<file path="src/rtl/pfs_pkg.sv">
package pfs_pkg;

  typedef enum logic [1:0] {
    FMT_RGB  = 2'b00,
    FMT_YUV  = 2'b01,
    FMT_RSVD = 2'b10,
    FMT_PASS = 2'b11
  } fmt_e;

  localparam int NUM_CH = 3;

  typedef struct packed {
    logic valid;
    logic selPass;
    logic selOsd;
    logic selYuv;
    logic takeU;
    logic takeV;
  } strobe_t;

endpackage

</file>
<file path="src/rtl/pfs_ctrl.sv">
module pfs_ctrl
  import pfs_pkg::*;
(
  input  logic       clk,
  input  logic       rstN,
  input  logic [1:0] fmtSel,
  input  logic       hsyncN,
  input  logic       swapUv,
  input  logic       osdEn,
  input  logic       videoActive,
  output strobe_t    stb
);

  fmt_e fmt;
  logic prevH;
  logic nextSlot;
  logic fallNow;
  logic slotNow;

  assign fmt = fmt_e'(fmtSel);

  // Slot 0 restarts on the sync falling edge, otherwise the slot toggles.
  always_comb begin
    fallNow     = prevH & ~hsyncN;
    slotNow     = fallNow ? 1'b0 : nextSlot;
    stb.takeU   = ~(slotNow ^ swapUv);
    stb.takeV   = slotNow ^ swapUv;
    stb.valid   = (fmt != FMT_RSVD);
    stb.selPass = (fmt == FMT_PASS);
    stb.selOsd  = osdEn & videoActive & ((fmt == FMT_RGB) | (fmt == FMT_YUV));
    stb.selYuv  = (fmt == FMT_YUV) & ~stb.selOsd;
  end

  always_ff @(posedge clk) begin
    if (!rstN) begin
      prevH    <= 1'b1;
      nextSlot <= 1'b0;
    end else begin
      prevH    <= hsyncN;
      nextSlot <= ~slotNow;
    end
  end

  // without a sync fall the slot alternates every clock
  a_r3_alternate: assert property (@(posedge clk) disable iff (!rstN)
    1'b1 |=> (fallNow || (slotNow != $past(slotNow))));

  // the overlay is never selected outside active video
  a_r8_blank_ignores_osd: assert property (@(posedge clk) disable iff (!rstN)
    !videoActive |-> !stb.selOsd);

  // exactly one of the two chroma captures happens each clock
  a_r4_one_capture: assert property (@(posedge clk) disable iff (!rstN)
    $countones({stb.takeU, stb.takeV}) == 1);

endmodule

</file>
<file path="src/rtl/pfs_datapath.sv">
module pfs_datapath
  import pfs_pkg::*;
#(
  parameter int DATA_W = 8
) (
  input  logic              clk,
  input  logic              rstN,
  input  strobe_t           stb,
  input  logic [DATA_W-1:0] inRed,
  input  logic [DATA_W-1:0] inGreen,
  input  logic [DATA_W-1:0] inBlue,
  input  logic [2:0]        osdCode,
  output logic [DATA_W:0]   outA,
  output logic [DATA_W:0]   outB,
  output logic [DATA_W:0]   outC,
  output logic              outIsRgb,
  output logic              outValid
);

  localparam int OUT_W = DATA_W + 1;
  localparam logic [DATA_W-1:0] MID = {1'b1, {(DATA_W-1){1'b0}}};

  logic [DATA_W-1:0] chIn   [NUM_CH];
  logic              osdBit [NUM_CH];
  logic [OUT_W-1:0]  rgbW   [NUM_CH];
  logic [OUT_W-1:0]  passW  [NUM_CH];
  logic [OUT_W-1:0]  osdW   [NUM_CH];
  logic [OUT_W-1:0]  yuvW   [NUM_CH];
  logic [OUT_W-1:0]  nxtW   [NUM_CH];
  logic [OUT_W-1:0]  outW   [NUM_CH];

  logic [DATA_W-1:0] heldU, heldV, uNew, vNew;
  logic              nxtRgb;

  assign chIn[0] = inRed;
  assign chIn[1] = inGreen;
  assign chIn[2] = inBlue;

  // Per-channel word builders: plain RGB, raw pass-through, overlay colour.
  for (genvar g = 0; g < NUM_CH; g++) begin : g_chan
    assign osdBit[g] = osdCode[NUM_CH-1-g];
    assign rgbW[g]   = {chIn[g], 1'b0};
    assign passW[g]  = {chIn[g], osdBit[g]};
    assign osdW[g]   = {{DATA_W{osdBit[g]}}, 1'b0};
  end

  // Chroma demultiplex: the current byte, or the last one held.
  always_comb begin
    uNew    = stb.takeU ? inBlue : heldU;
    vNew    = stb.takeV ? inBlue : heldV;
    yuvW[0] = {inGreen, 1'b0};
    yuvW[1] = {uNew, 1'b0};
    yuvW[2] = {vNew, 1'b0};
  end

  always_comb begin
    nxtRgb = 1'b0;
    for (int i = 0; i < NUM_CH; i++) begin
      if (!stb.valid) begin
        nxtW[i] = '0;
      end else if (stb.selPass) begin
        nxtW[i] = passW[i];
      end else if (stb.selOsd) begin
        nxtW[i] = osdW[i];
      end else if (stb.selYuv) begin
        nxtW[i] = yuvW[i];
      end else begin
        nxtW[i] = rgbW[i];
      end
    end
    if (stb.valid && !stb.selYuv) begin
      nxtRgb = 1'b1;
    end
  end

  always_ff @(posedge clk) begin
    if (!rstN) begin
      heldU    <= MID;
      heldV    <= MID;
      outIsRgb <= 1'b0;
      outValid <= 1'b0;
      for (int i = 0; i < NUM_CH; i++) begin
        outW[i] <= '0;
      end
    end else begin
      heldU    <= uNew;
      heldV    <= vNew;
      outIsRgb <= nxtRgb;
      outValid <= stb.valid;
      for (int i = 0; i < NUM_CH; i++) begin
        outW[i] <= nxtW[i];
      end
    end
  end

  assign outA = outW[0];
  assign outB = outW[1];
  assign outC = outW[2];

  // an unused format never produces a valid word
  a_r10_unused_silent: assert property (@(posedge clk) disable iff (!rstN)
    !stb.valid |=> (!outValid && outA == '0 && outB == '0 && outC == '0));

  // an overlay sample comes out as a valid RGB word
  a_r7_osd_is_rgb: assert property (@(posedge clk) disable iff (!rstN)
    stb.selOsd && !stb.selPass |=> (outIsRgb && outValid));

  // pass-through keeps the overlay bit as the low bit
  a_r9_pass_lsb: assert property (@(posedge clk) disable iff (!rstN)
    stb.selPass |=> (outA[0] == $past(osdCode[2]) && outC[0] == $past(osdCode[0])));

  // on a U slot, V output is the value held from before
  a_r5_hold_v: assert property (@(posedge clk) disable iff (!rstN)
    (stb.selYuv && stb.valid && stb.takeU) |=> (outC[DATA_W:1] == $past(heldV)));

endmodule

</file>
<file path="src/rtl/pixel_front_select.sv">
module pixel_front_select
  import pfs_pkg::*;
#(
  parameter int DATA_W = 8
) (
  input  logic              clk,
  input  logic              rstN,
  input  logic [1:0]        fmtSel,
  input  logic              hsyncN,
  input  logic              swapUv,
  input  logic              videoActive,
  input  logic              osdEn,
  input  logic [2:0]        osdCode,
  input  logic [DATA_W-1:0] inRed,
  input  logic [DATA_W-1:0] inGreen,
  input  logic [DATA_W-1:0] inBlue,
  output logic [DATA_W:0]   outA,
  output logic [DATA_W:0]   outB,
  output logic [DATA_W:0]   outC,
  output logic              outIsRgb,
  output logic              outValid
);

  strobe_t stb;

  pfs_ctrl u_ctrl (
    .clk         (clk),
    .rstN        (rstN),
    .fmtSel      (fmtSel),
    .hsyncN      (hsyncN),
    .swapUv      (swapUv),
    .osdEn       (osdEn),
    .videoActive (videoActive),
    .stb         (stb)
  );

  pfs_datapath #(.DATA_W(DATA_W)) u_dp (
    .clk      (clk),
    .rstN     (rstN),
    .stb      (stb),
    .inRed    (inRed),
    .inGreen  (inGreen),
    .inBlue   (inBlue),
    .osdCode  (osdCode),
    .outA     (outA),
    .outB     (outB),
    .outC     (outC),
    .outIsRgb (outIsRgb),
    .outValid (outValid)
  );

endmodule

</file>
<file path="config.mk">
export PLATFORM = sky130hd
export DESIGN_NAME = pixel_front_select
export DESIGN_NICKNAME = d
export VERILOG_FILES = /design/src/rtl/pfs_pkg.sv /design/src/rtl/pfs_ctrl.sv /design/src/rtl/pfs_datapath.sv /design/src/rtl/pixel_front_select.sv
export SDC_FILE = /design/constraint.sdc
export NUM_CORES = 1
export LEC_CHECK = 0
export ABC_AREA = 1
export CAP_MARGIN = 10
export CORE_MARGIN = 4
export CORE_UTILIZATION = 40
export DETAILED_ROUTE_END_ITERATION = 10
export GPL_TIMING_DRIVEN = 0
export PLACE_DENSITY = 0.7
export REMOVE_ABC_BUFFERS = 1
export SYNTH_ARGS = -nofsm -noshare
export SYNTH_HDL_FRONTEND = slang
export SYNTH_SLANG_ARGS = --single-unit
</file>
<file path="constraint.sdc">
create_clock -name clk -period 2.8 [get_ports clk]
set_clock_uncertainty 0.05 [all_clocks]
set_input_delay 0.28 -clock clk [delete_from_list [all_inputs] [get_ports clk]]
set_output_delay 0.28 -clock clk [all_outputs]
set_load 0.01 [all_outputs]
</file>
==> flow_metrics.py <==
metrics = {
    "run_status": {
        "status": "complete, no violations",
    },
    "job": {
        "drv_cap": 0,
    },
    "layout": {
        "final_nets": 402,
        "drive_above_1_share": 0.04891,
        "layoutNonFillerInstCount": 438,
        "antenna_cells": 0,
        "layout_commonest_cell": "clkdlybuf4s50_1",
        "areaGrowthSynthToFinish_pct": 34.95,
        "layout_common_cells": "63 x clkdlybuf4s50_1, 58 x nand3_1, 49 x nor2_1",
    },
    "global_routing": {
        "met2_usage": 0.2972,
        "busiest_layer": "met2",
        "grt_max_degree": 27,
        "grt_usage": 0.1766,
        "first_global_vias": 2003,
        "antenna_found_initial": 0,
        "grt_first_pass_wirelength_mm": 9.142,
        "grtUsageMet3": 0.05876,
        "grt-ovfl-total": 0,
        "use_met1": 0.2195,
    },
    "place": {
        "dp_cells": 430,
        "post-dp-hpwl_mm": 3.826,
        "place_ws_ps": 364.6,
        "place_congestion": 0.7449,
        "io_buffers": 63,
    },
    "sta": {
        "tightest_slew_ps": 1027,
        "relSlewSlack": 0.3155,
        "final-hold-violation-count": 0,
        "setup_tns_ps": 0,
        "grt_setup_unrepaired": "false",
        "finalWorstSetupSlack_ps": 662.7,
        "post-route-period-util": 0.7633,
        "finalCriticalPeriod_ps": 2137,
        "setup_violations": 0,
        "slew_violations": 0,
        "timing.fmax_mhz": 467.9,
    },
    "floorplan": {
        "fp.dieArea_mm2": 0.006597,
        "io_pins": 64,
        "die_y_um": 81.22,
        "core_region_area_mm2": 0.005140,
        "num_rows": 26,
        "fp.dieW_um": 81.22,
        "initial_core_util": 0.4172,
    },
    "worst_hold_path": {
        "hold_class": "flip-flop to flip-flop",
    },
    "clock_tree": {
        "cts.sinks": 47,
        "cts_tree": "done",
        "ctsResizeCount": 0,
        "ctsHoldBuffers": 0,
        "cts.clk_slew.worst_paths_ps": 90,
        "root_buffer": "clkbuf_8",
        "h-tree-depth": 2,
        "clk_path_buf_depth": 2,
        "cts_setup_buffers": 0,
        "cts_buffers": 5,
        "insertion_delay_ps": 300,
    },
    "critical_path": {
        "ff2ff_setup_slack_ps": 1200,
        "end_kind": "flip-flop",
        "cp_top_family": "buffers and inverters",
        "cp.required_ps": 2990,
        "critPathSlowestCell": "a21oi_2",
        "cp.arrival_ps": 2330,
        "crit_type": "input pin to flip-flop",
        "path_cells": "clkdlybuf4s50_1 -> inv_2 -> a21oi_2 -> nand2_1 -> clkinv_1 -> nand3_1 -> o21ai_1",
        "crit_buf_inv": 3,
        "critPathMaxFanout": 26,
        "critPathMaxStageDelay_ps": 790,
        "timing.critical_path.from_type": "input pin",
    },
    "power": {
        "seqPwrFrac": 0.486,
        "pwr-share-comb": 0.226,
        "p_per_area_mw_per_mm2": 523.7,
        "p_int_mw": 1.082,
        "switching_share": 0.2860,
        "pwr-share-clk": 0.289,
        "p_switching_uw": 433.4,
        "ir_drop_mv": 0.2625,
        "power.total_mw": 1.516,
        "power.leakage_nw": 1.268,
    },
    "synth": {
        "avgSynthCellArea_um2": 6.918,
        "ys_types": 19,
        "ys_warn_count": 0,
        "syn-instance-count": 310,
        "synth-seq-cells": 47,
        "netlist_area_mm2": 0.002145,
        "yosysSeqAreaShare": 0.4387,
    },
    "drt": {
        "finalWirelength_mm": 5.604,
        "dr.pass1.iters": 4,
        "vias": 2217,
        "wire_per_inst_um": 12.79,
        "drt-vias-per-instance": 5.062,
        "drt-initial-drc-count": 160,
        "postRouteAntennaNets": 0,
        "drc": 0,
    },
}
## per-stage QoR
stage	cell area [um2]	util	hold slack (ps)
final	2894	0.5630	460.0
after global routing	2894	0.5630	489.7
after CTS	2894	0.5630	453.9
after detailed placement	2795	0.5438	441.8
after global placement	2795	0.5438	419.6
after floorplan	2077	-	298.7
## worst register-to-register path, stage by stage, from the launching register on
cell,delay (ps)
dfxtp_1,310
nand2_1,110
nand3_1,460
nand3_1,330
nand3_1,110
a21oi_1,180
## power groups by stage
stage	clock, mW	sequential [mW]	combinational [mW]
global placement	0	0.750	0.335
floorplan	0	0.768	0.162
detailed placement	0	0.752	0.342
finish	0.438	0.736	0.342
CTS	0.454	0.736	0.344
global route	0.489	0.742	0.380
## synthesized netlist by cell type
cell type | instances | area share
dfxtp_1 | 47 | 0.44
nor2_1 | 49 | 0.086
buf_2 | 9 | 0.021
buf_6 | 1 | 0.0053
o21ai_1 | 8 | 0.019
nand3_4 | 1 | 0.0082
a21oi_1 | 24 | 0.056
nand2_1 | 47 | 0.082
a21boi_1 | 1 | 0.0035
inv_1 | 30 | 0.053
clkbuf_1 | 3 | 0.0053
clkinv_1 | 1 | 0.0017
nand2_2 | 1 | 0.0029
o21ai_4 | 2 | 0.015
nand3_1 | 58 | 0.14
o21ai_0 | 22 | 0.051
inv_2 | 4 | 0.0070
nor2_4 | 1 | 0.0053
a21oi_2 | 1 | 0.0041
## logic make-up (layout without fill, tap and decap cells)
kind of cell,Yosys count,after routing,synth area share
AOI/OAI and AO/OA,58,58,0.1488
buffers and inverters,48,106,0.09276
DFF,47,47,0.4387
and+or+nand+nor,157,157,0.3197
## state kept, by name, indices dropped and copies added, names as in the netlist
register	flops
u_dp.outIsRgb	1
u_dp.heldV	8
u_ctrl.prevH	1
u_dp.outValid	1
u_ctrl.nextSlot	1
u_dp.outW	27
u_dp.heldU	8
## cell type report
class,instances,area (um2)
clock inverter,2,16.27
inverter,35,131.4
timing repair buffer,63,630.6
tap,70,87.58
clock buffer,6,82.58
multi-input combinational,215,1005
fill,528,2246
sequential,47,940.9
## final timing paths
path / startpoint / to / cells after the start
setup / recovery: rstN / u_dp.outW[0][3] / 7
hold reg to reg: u_ctrl.nextSlot / u_ctrl.nextSlot / 1
hold / removal: u_ctrl.nextSlot / u_ctrl.nextSlot / 1
setup reg to reg: u_ctrl.prevH / u_dp.outW[0][13] / 5
## routing by layer
metal	wire, um	part of all wire
met5	0	0
met4	29	0.0052
met3	491	0.088
met2	2673	0.48
met1	2409	0.43
No activity file was read; power rests on OpenSTA's default activity.
